==> src/rtl/mcyc_pkg.sv <==
package mcyc_pkg;
  localparam int OPC_W = 6;
  localparam int STEP_W = 4;

  localparam logic [OPC_W-1:0] OP_RTYPE = 6'b000000;
  localparam logic [OPC_W-1:0] OP_JUMP  = 6'b000010;
  localparam logic [OPC_W-1:0] OP_BRANCH = 6'b000100;
  localparam logic [OPC_W-1:0] OP_ORIMM = 6'b001011;
  localparam logic [OPC_W-1:0] OP_LOAD  = 6'b100011;
  localparam logic [OPC_W-1:0] OP_STORE = 6'b101011;

  typedef enum logic [STEP_W-1:0] {
    ST_FETCH  = 4'd0,
    ST_DECODE = 4'd1,
    ST_ADDR   = 4'd2,
    ST_LDMEM  = 4'd3,
    ST_LDWB   = 4'd4,
    ST_STMEM  = 4'd5,
    ST_REXE   = 4'd6,
    ST_RWB    = 4'd7,
    ST_BRANCH = 4'd8,
    ST_JUMP   = 4'd9,
    ST_OREXE  = 4'd10,
    ST_ORWB   = 4'd11
  } step_e;

  typedef enum logic [2:0] {
    CL_RTYPE, CL_LOAD, CL_STORE, CL_BRANCH, CL_ORIMM, CL_JUMP, CL_BAD
  } opclass_e;

  typedef enum logic [1:0] {
    AOP_ADD = 2'b00, AOP_SUB = 2'b01, AOP_OR = 2'b10, AOP_FUNC = 2'b11
  } aluop_e;

  typedef enum logic [1:0] {
    PCS_ALU = 2'b00, PCS_BRT = 2'b01, PCS_JMP = 2'b10
  } pcsrc_e;

  typedef struct packed {
    logic       pc_wr;
    logic       pc_wr_cond;
    logic       ir_wr;
    logic       mem_wr;
    logic       reg_wr;
    logic       br_wr;
    logic       iord;
    logic       reg_dst;
    logic       memto_reg;
    logic       ext_op;
    logic       alu_sel_a;
    logic [1:0] alu_sel_b;
    pcsrc_e     pc_src;
    aluop_e     alu_op;
  } ctl_t;
endpackage

==> src/rtl/mcyc_opdec.sv <==
module mcyc_opdec
  import mcyc_pkg::*;
(
  input  logic [OPC_W-1:0] opcode,
  output opclass_e         cls
);
  always_comb begin
    unique case (opcode)
      OP_RTYPE:  cls = CL_RTYPE;
      OP_LOAD:   cls = CL_LOAD;
      OP_STORE:  cls = CL_STORE;
      OP_BRANCH: cls = CL_BRANCH;
      OP_ORIMM:  cls = CL_ORIMM;
      OP_JUMP:   cls = CL_JUMP;
      default:   cls = CL_BAD;
    endcase
  end
endmodule

==> src/rtl/mcyc_nextstep.sv <==
module mcyc_nextstep
  import mcyc_pkg::*;
(
  input  step_e    step,
  input  opclass_e cls,
  output step_e    step_next
);
  always_comb begin
    step_next = ST_FETCH;
    case (step)
      ST_FETCH: step_next = ST_DECODE;
      ST_DECODE: begin
        case (cls)
          CL_RTYPE:          step_next = ST_REXE;
          CL_JUMP:           step_next = ST_JUMP;
          CL_BRANCH:         step_next = ST_BRANCH;
          CL_ORIMM:          step_next = ST_OREXE;
          CL_LOAD, CL_STORE: step_next = ST_ADDR;
          default:           step_next = ST_FETCH;
        endcase
      end
      ST_ADDR: begin
        if (cls == CL_LOAD)       step_next = ST_LDMEM;
        else if (cls == CL_STORE) step_next = ST_STMEM;
        else                      step_next = ST_FETCH;
      end
      ST_LDMEM: step_next = ST_LDWB;
      ST_REXE:  step_next = ST_RWB;
      ST_OREXE: step_next = ST_ORWB;
      default:  step_next = ST_FETCH;
    endcase
  end
endmodule

==> src/rtl/mcyc_ctlrom.sv <==
module mcyc_ctlrom
  import mcyc_pkg::*;
(
  input  step_e step,
  output ctl_t  word
);
  always_comb begin
    word = '0;
    case (step)
      ST_FETCH: begin
        word.pc_wr = 1'b1;
        word.ir_wr = 1'b1;
      end
      ST_DECODE: begin
        word.br_wr     = 1'b1;
        word.ext_op    = 1'b1;
        word.alu_sel_b = 2'b10;
      end
      ST_ADDR: begin
        word.alu_sel_a = 1'b1;
        word.alu_sel_b = 2'b11;
        word.ext_op    = 1'b1;
      end
      ST_LDMEM: begin
        word.iord      = 1'b1;
        word.alu_sel_a = 1'b1;
        word.alu_sel_b = 2'b11;
        word.ext_op    = 1'b1;
      end
      ST_LDWB: begin
        word.reg_wr    = 1'b1;
        word.memto_reg = 1'b1;
        word.alu_sel_a = 1'b1;
        word.alu_sel_b = 2'b11;
        word.ext_op    = 1'b1;
      end
      ST_STMEM: begin
        word.mem_wr    = 1'b1;
        word.iord      = 1'b1;
        word.alu_sel_a = 1'b1;
        word.alu_sel_b = 2'b11;
        word.ext_op    = 1'b1;
      end
      ST_REXE, ST_RWB: begin
        word.reg_dst   = 1'b1;
        word.alu_sel_a = 1'b1;
        word.alu_sel_b = 2'b01;
        word.alu_op    = AOP_FUNC;
        word.reg_wr    = (step == ST_RWB);
      end
      ST_BRANCH: begin
        word.pc_wr_cond = 1'b1;
        word.pc_src     = PCS_BRT;
        word.alu_op     = AOP_SUB;
        word.alu_sel_a  = 1'b1;
        word.alu_sel_b  = 2'b01;
      end
      ST_JUMP: begin
        word.pc_wr  = 1'b1;
        word.pc_src = PCS_JMP;
      end
      ST_OREXE, ST_ORWB: begin
        word.alu_op    = AOP_OR;
        word.alu_sel_a = 1'b1;
        word.alu_sel_b = 2'b11;
        word.reg_wr    = (step == ST_ORWB);
      end
      default: word = '0;
    endcase
  end
endmodule

==> src/rtl/mcyc_ctrl.sv <==
module mcyc_ctrl
  import mcyc_pkg::*;
(
  input  logic             clk,
  input  logic             rst,
  input  logic [OPC_W-1:0] opcode,
  output logic [STEP_W-1:0] state_o,
  output logic             pc_wr,
  output logic             pc_wr_cond,
  output logic             ir_wr,
  output logic             mem_wr,
  output logic             reg_wr,
  output logic             br_wr,
  output logic             iord,
  output logic             reg_dst,
  output logic             memto_reg,
  output logic             ext_op,
  output logic             alu_sel_a,
  output logic [1:0]       alu_sel_b,
  output logic [1:0]       pc_src,
  output logic [1:0]       alu_op
);
  step_e    step_q, step_n, step_load;
  opclass_e cls;
  ctl_t     word_n, ctl_q;

  mcyc_opdec u_dec (.opcode(opcode), .cls(cls));
  mcyc_nextstep u_ns (.step(step_q), .cls(cls), .step_next(step_n));

  // Controls are looked up for the step being entered.
  assign step_load = rst ? ST_FETCH : step_n;
  mcyc_ctlrom u_rom (.step(step_load), .word(word_n));

  always_ff @(posedge clk) begin
    step_q <= step_load;
    ctl_q  <= word_n;
  end

  assign state_o    = step_q;
  assign pc_wr      = ctl_q.pc_wr;
  assign pc_wr_cond = ctl_q.pc_wr_cond;
  assign ir_wr      = ctl_q.ir_wr;
  assign mem_wr     = ctl_q.mem_wr;
  assign reg_wr     = ctl_q.reg_wr;
  assign br_wr      = ctl_q.br_wr;
  assign iord       = ctl_q.iord;
  assign reg_dst    = ctl_q.reg_dst;
  assign memto_reg  = ctl_q.memto_reg;
  assign ext_op     = ctl_q.ext_op;
  assign alu_sel_a  = ctl_q.alu_sel_a;
  assign alu_sel_b  = ctl_q.alu_sel_b;
  assign pc_src     = ctl_q.pc_src;
  assign alu_op     = ctl_q.alu_op;
endmodule

==> config.mk <==
export PLATFORM = sky130hd
export DESIGN_NAME = mcyc_ctrl
export DESIGN_NICKNAME = d
export VERILOG_FILES = /design/src/rtl/mcyc_pkg.sv /design/src/rtl/mcyc_opdec.sv /design/src/rtl/mcyc_nextstep.sv /design/src/rtl/mcyc_ctlrom.sv /design/src/rtl/mcyc_ctrl.sv
export SDC_FILE = /design/constraint.sdc
export NUM_CORES = 1
export LEC_CHECK = 0
export BUFFER_PORTS_ARGS = -buffer_cell sky130_fd_sc_hd__buf_4
export CAP_MARGIN = 10
export CORE_MARGIN = 5
export CORE_UTILIZATION = 45
export CTS_BUF_LIST = sky130_fd_sc_hd__clkbuf_2
export DETAILED_ROUTE_END_ITERATION = 12
export GPL_TIMING_DRIVEN = 0
export PLACE_DENSITY = 0.79
export SLEW_MARGIN = 15
export SYNTH_ARGS = -nofsm -noshare
export SYNTH_HDL_FRONTEND = slang
export SYNTH_SLANG_ARGS = --single-unit
==> constraint.sdc <==
create_clock -name clk -period 3.3 [get_ports clk]
set_clock_uncertainty 0.1 [all_clocks]
set_input_delay 0 -clock clk [delete_from_list [all_inputs] [get_ports clk]]
set_output_delay 0 -clock clk [all_outputs]
set_load 0.02 [all_outputs]
; Word level (Yosys, flattened, before mapping)
; Cells that the tools add are included.
; Widths: inputs -> output; s select.
[classes]
n_eq_ne = 26
muxes = 20
reduce_logical = 13
[op_table]
columns = cell, n
row1 = $pmux 4 s6, 1
row2 = $eq 4x3->1 const B, 5
row3 = $eq 4x4->1 const B, 5
row4 = $pmux 4 s5, 1
row5 = $pmux 3 s6, 1
row6 = $eq 4x2->1 const B, 4
row7 = $eq 6x6->1 const B, 2
row8 = $pmux 2 s3, 2
row9 = $mux 1, 10
row10 = $reduce_or 2->1, 5
row11 = $reduce_or 9->1, 1
row12 = $eq 4x1->1 const B, 2
row13 = $logic_not 4->1, 2
row14 = $mux 4, 2
row15 = $eq 3x2->1 const B, 2
row16 = $eq 3x3->1 const B, 2
row17 = $eq 6x2->1 const B, 1
row18 = $eq 6x3->1 const B, 1
row19 = $eq 6x4->1 const B, 1
row20 = $logic_not 6->1, 1
row21 = $reduce_or 6->1, 1
row22 = $reduce_or 5->1, 1
row23 = $pmux 2 s2, 1
row24 = $eq 3x1->1 const B, 1
row25 = 4 further kinds, 4
[totals]
reg_bits = 21
inputBits = 8
output_inout_bits = 21
word_cells = 74

; Logic depth before layout (Yosys ltp)
[depth]
depth_word = 10
depth_mapped = 8
ltp_nobuf = 6

; Hierarchy
; Synthesis repeated with hierarchy kept, for this count alone.
[unflattened]
cells_unflattened = 97
hier_area_um2 = 932.1
[by_module_without_submodules]
columns = module, n_inst, cells_each, area_each_um2, seq_area_each_um2
row1 = mcyc_ctrl, 1, 25, 445.4, 420.4
row2 = mcyc_ctlrom, 1, 32, 205.2, 0.0
row3 = mcyc_nextstep, 1, 30, 197.7, 0.0
row4 = mcyc_opdec, 1, 10, 83.8, 0.0

; Worst setup path before layout
; OpenSTA, ideal clock, no wires.
[synth_path]
path_type = reg-to-reg
from = reg step_q[1], in the netlist state_o[1]
to = reg ctl_q (netlist bit pc_wr)
setup_ps = 127
arrival_ps = 1889
required_time_ps = 3073
path_slack_ps = 1184
path_stages_with_launch = 9
n_path_buf = 2
period_less_slack_ps = 2116
cell_sequence = dfxtp_1 > buf_4 > nand2b_4 > maj3_2 > or4_1 > buf_6 > clkinv_8 > xnor2_1 > o21ai_2
[synth_lines]
columns = element, line
row1 = start: declaration, mcyc_ctrl.sv:23  ; step_e step_q, step_n, step_load;
row2 = start signal: assignment, mcyc_ctrl.sv:35  ; step_q <= step_load;
row3 = end signal: assignment, mcyc_ctrl.sv:36  ; ctl_q <= word_n;
row4 = end: declaration, mcyc_ctrl.sv:25  ; ctl_t word_n, ctl_q;

==> results.ini <==
[drt]
drtPass1Iterations = 4
routed_wl_um = 2223
post_drt_wl_per_cell_um = 13.89
drt_iter0_markers = 32
route.antenna.remaining_nets = 0
dr_total_vias = 895
viasPerCell = 5.594
drcViolationCount = 0

[worst_setup_path]
critical_path.startpoint = state_o[2]$_DFF_P_
cp_data_arrival_time_ns = 2.27
worstSetupStartpointType = register
rr_endpoint = alu_sel_b[0]$_DFF_P_
reg2reg_from = state_o[2]$_DFF_P_
r2r_cells = 6
crit_fanout = 9
worstPathRequired_ns = 3.41
critical_path_class = register to register
cp-endpoint = alu_sel_b[0]$_DFF_P_
worst_setup_path_end_kind = register
ff2ff_setup_slack_ns = 1.14

[clocking]
cts-buffers-inserted = 3
clockRootBuffer = clkbuf_2
cts_tree = yes
clock-sinks = 20
clock_latency_ns = 0.31
clk_path_buf_depth = 2
ctsResizeCount = 0
cts_max_level = 1
clk_pin_slew_ns = 0.20

[logic_synthesis]
avgSynthCellArea_um2 = 9.514
ys_types = 40
synth_edf_count = 0
ys_seq_area_share_pct = 41.67
synth_flop_cell = dfxtp_1
yosys-top-cells-area = dfxtp_1, nor2_1, a32o_1, nor3_1, nor4b_1
synth_top_cell_area_share_pct = 41.67
netlist_area_um2 = 960.9
async_flop_share_pct = 0
ys_ff_latch = 20
synth_warnings = 0
syn_inst = 101
synth_top_area_cell = dfxtp_1
synthesis.nets = 109

[final_layout]
synthToLayoutAreaGrowth_pct = 30.34
post-route-cell-area_mm2 = 0.001252
layout_common_cells = buf_4, dfxtp_1, nor2_1
drive_gt1_share_pct = 32.33
antenna_cells = 0
finalNetCount = 142
largest_reg_flops = 4
final_common_cell = buf_4

[global_route]
grt_pass1_wl_um = 3698
antenna_found_initial = 0
grt_pass1_vias = 822
grt_max_degree = 13
grt_use_total_pct = 14.17
gr-total-overflow = 0

[sta]
rsz0062_at_grt = no
worst_pin_slew_ns = 0.6134
clock.fmax_mhz = 463.3
drv_slew = 0
period_share_pct = 65.41
finalSetupTns_ns = 0
finalHoldViolCount = 0
relSlewSlack_pct = 58.76
fin_ws_ns = 1.141
setup-violations-final = 0
period_needed_ns = 2.159

[flow_run]
maxCapViolCount = 0

[pwr]
p_leak_nw = 0.5380
peakVddDrop_mv = 0.3892
total_power_w = 0.0005102
power_density_mw_per_mm2 = 407.3

[run_status]
status = finished clean

[floorplanning]
die_x_um = 56.21
die_h_um = 56.21
io_pins = 29
initial_core_util_pct = 48.00
fp-row-count = 16
core_mm2 = 0.002002
dieArea_mm2 = 0.003160

[placed_design]
pre_cts_slack_ns = 1.195
gp_congestion = 0.9592
portBuffers = 27
place_area_mm2 = 0.001197
dpl.hpwl_um = 1699

[min_path]
hp-class = input port to register

## layer usage
layer | track usage, % | share of wire [%] | wire length [um]
met4 | 2.034 | 0 | 0
met3 | 4.640 | 7.4 | 165
met5 | 0 | 0 | 0
met2 | 23.71 | 49 | 1079
met1 | 18.04 | 44 | 979
## where the power goes
group	internal [W]	switching (W)	leakage [nW]
sequential	0.000250	0.00000269	0.163
clock	0.000105	0.0000734	0.0266
combinational	0.0000346	0.0000447	0.348
## worst min-delay path by stage
stage / from / end / slack [ns] / depth (start not counted)
floorplan: rst / state_o[1]$_DFF_P_ / -0.03 / 1
global placement: rst / state_o[1]$_DFF_P_ / 0.10 / 2
detailed placement: rst / state_o[1]$_DFF_P_ / 0.11 / 2
CTS: opcode[4] / iord$_DFF_P_ / 0.13 / 5
global route: opcode[4] / iord$_DFF_P_ / 0.17 / 5
finish: opcode[4] / iord$_DFF_P_ / 0.16 / 5
## cell type report
class                           count  area, um^2
Clock inverter                      1       30.03
Timing Repair Buffer               28       212.7
Sequential cell                    20       400.4
Fill cell                         192       749.5
Buffer                              7       50.05
Clock buffer                        3       15.01
Multi-Input combinational cell     69       479.2
Inverter                            5       31.28
Tap cell                           27       33.78
## critical path, cell delays in order (launching register included)
cell,delay [ns]
dfxtp_1,0.37
clkbuf_1,0.30
nand2_1,0.09
a32o_1,0.28
a21oi_1,0.40
o21ai_1,0.26
a22o_1,0.24
## kinds of logic after synthesis
logic type,synth area share (%)
fa+ha+maj,1.172
buf+inv,8.463
flops,41.67
simple gates,26.43
compound gates,18.62
xor+xnor,3.646
## metrics by stage
stage | utilization [%] | hold WS [ns] | cells
final | 62.56 | 0.1560 | 160
after global routing | 62.56 | 0.1684 | 160
after CTS | 62.56 | 0.1283 | 160
after detailed placement | 59.81 | 0.1118 | 155
after global placement | 59.81 | 0.1048 | 155
after floorplan | - | -0.02762 | 101
## what timing repair did
action / 4_1_cts / 5_1_grt
setup buffers: 0 / 0
hold buffers: 1 / 0
endpoints found under the hold margin: 9 / 0
## Yosys cell counts (2+ instances only)
| cell type | n |
|---|---|
| dfxtp_1 | 20 |
| nand2b_1 | 3 |
| nor3_1 | 6 |
| clkbuf_1 | 2 |
| o21ai_0 | 2 |
| buf_6 | 2 |
| or4_1 | 2 |
| nor4_1 | 2 |
| a21oi_1 | 2 |
| o21ai_1 | 3 |
| a32o_1 | 3 |
| nor4b_1 | 3 |
| nand2_1 | 3 |
| xnor2_1 | 3 |
| nor3b_1 | 3 |
| inv_1 | 4 |
| buf_4 | 2 |
| a22o_1 | 2 |
| and4_1 | 2 |
| nor2_1 | 9 |
| o31ai_1 | 3 |
| nor4_2 | 2 |
Note: power is estimated with default switching activity, not from simulation.
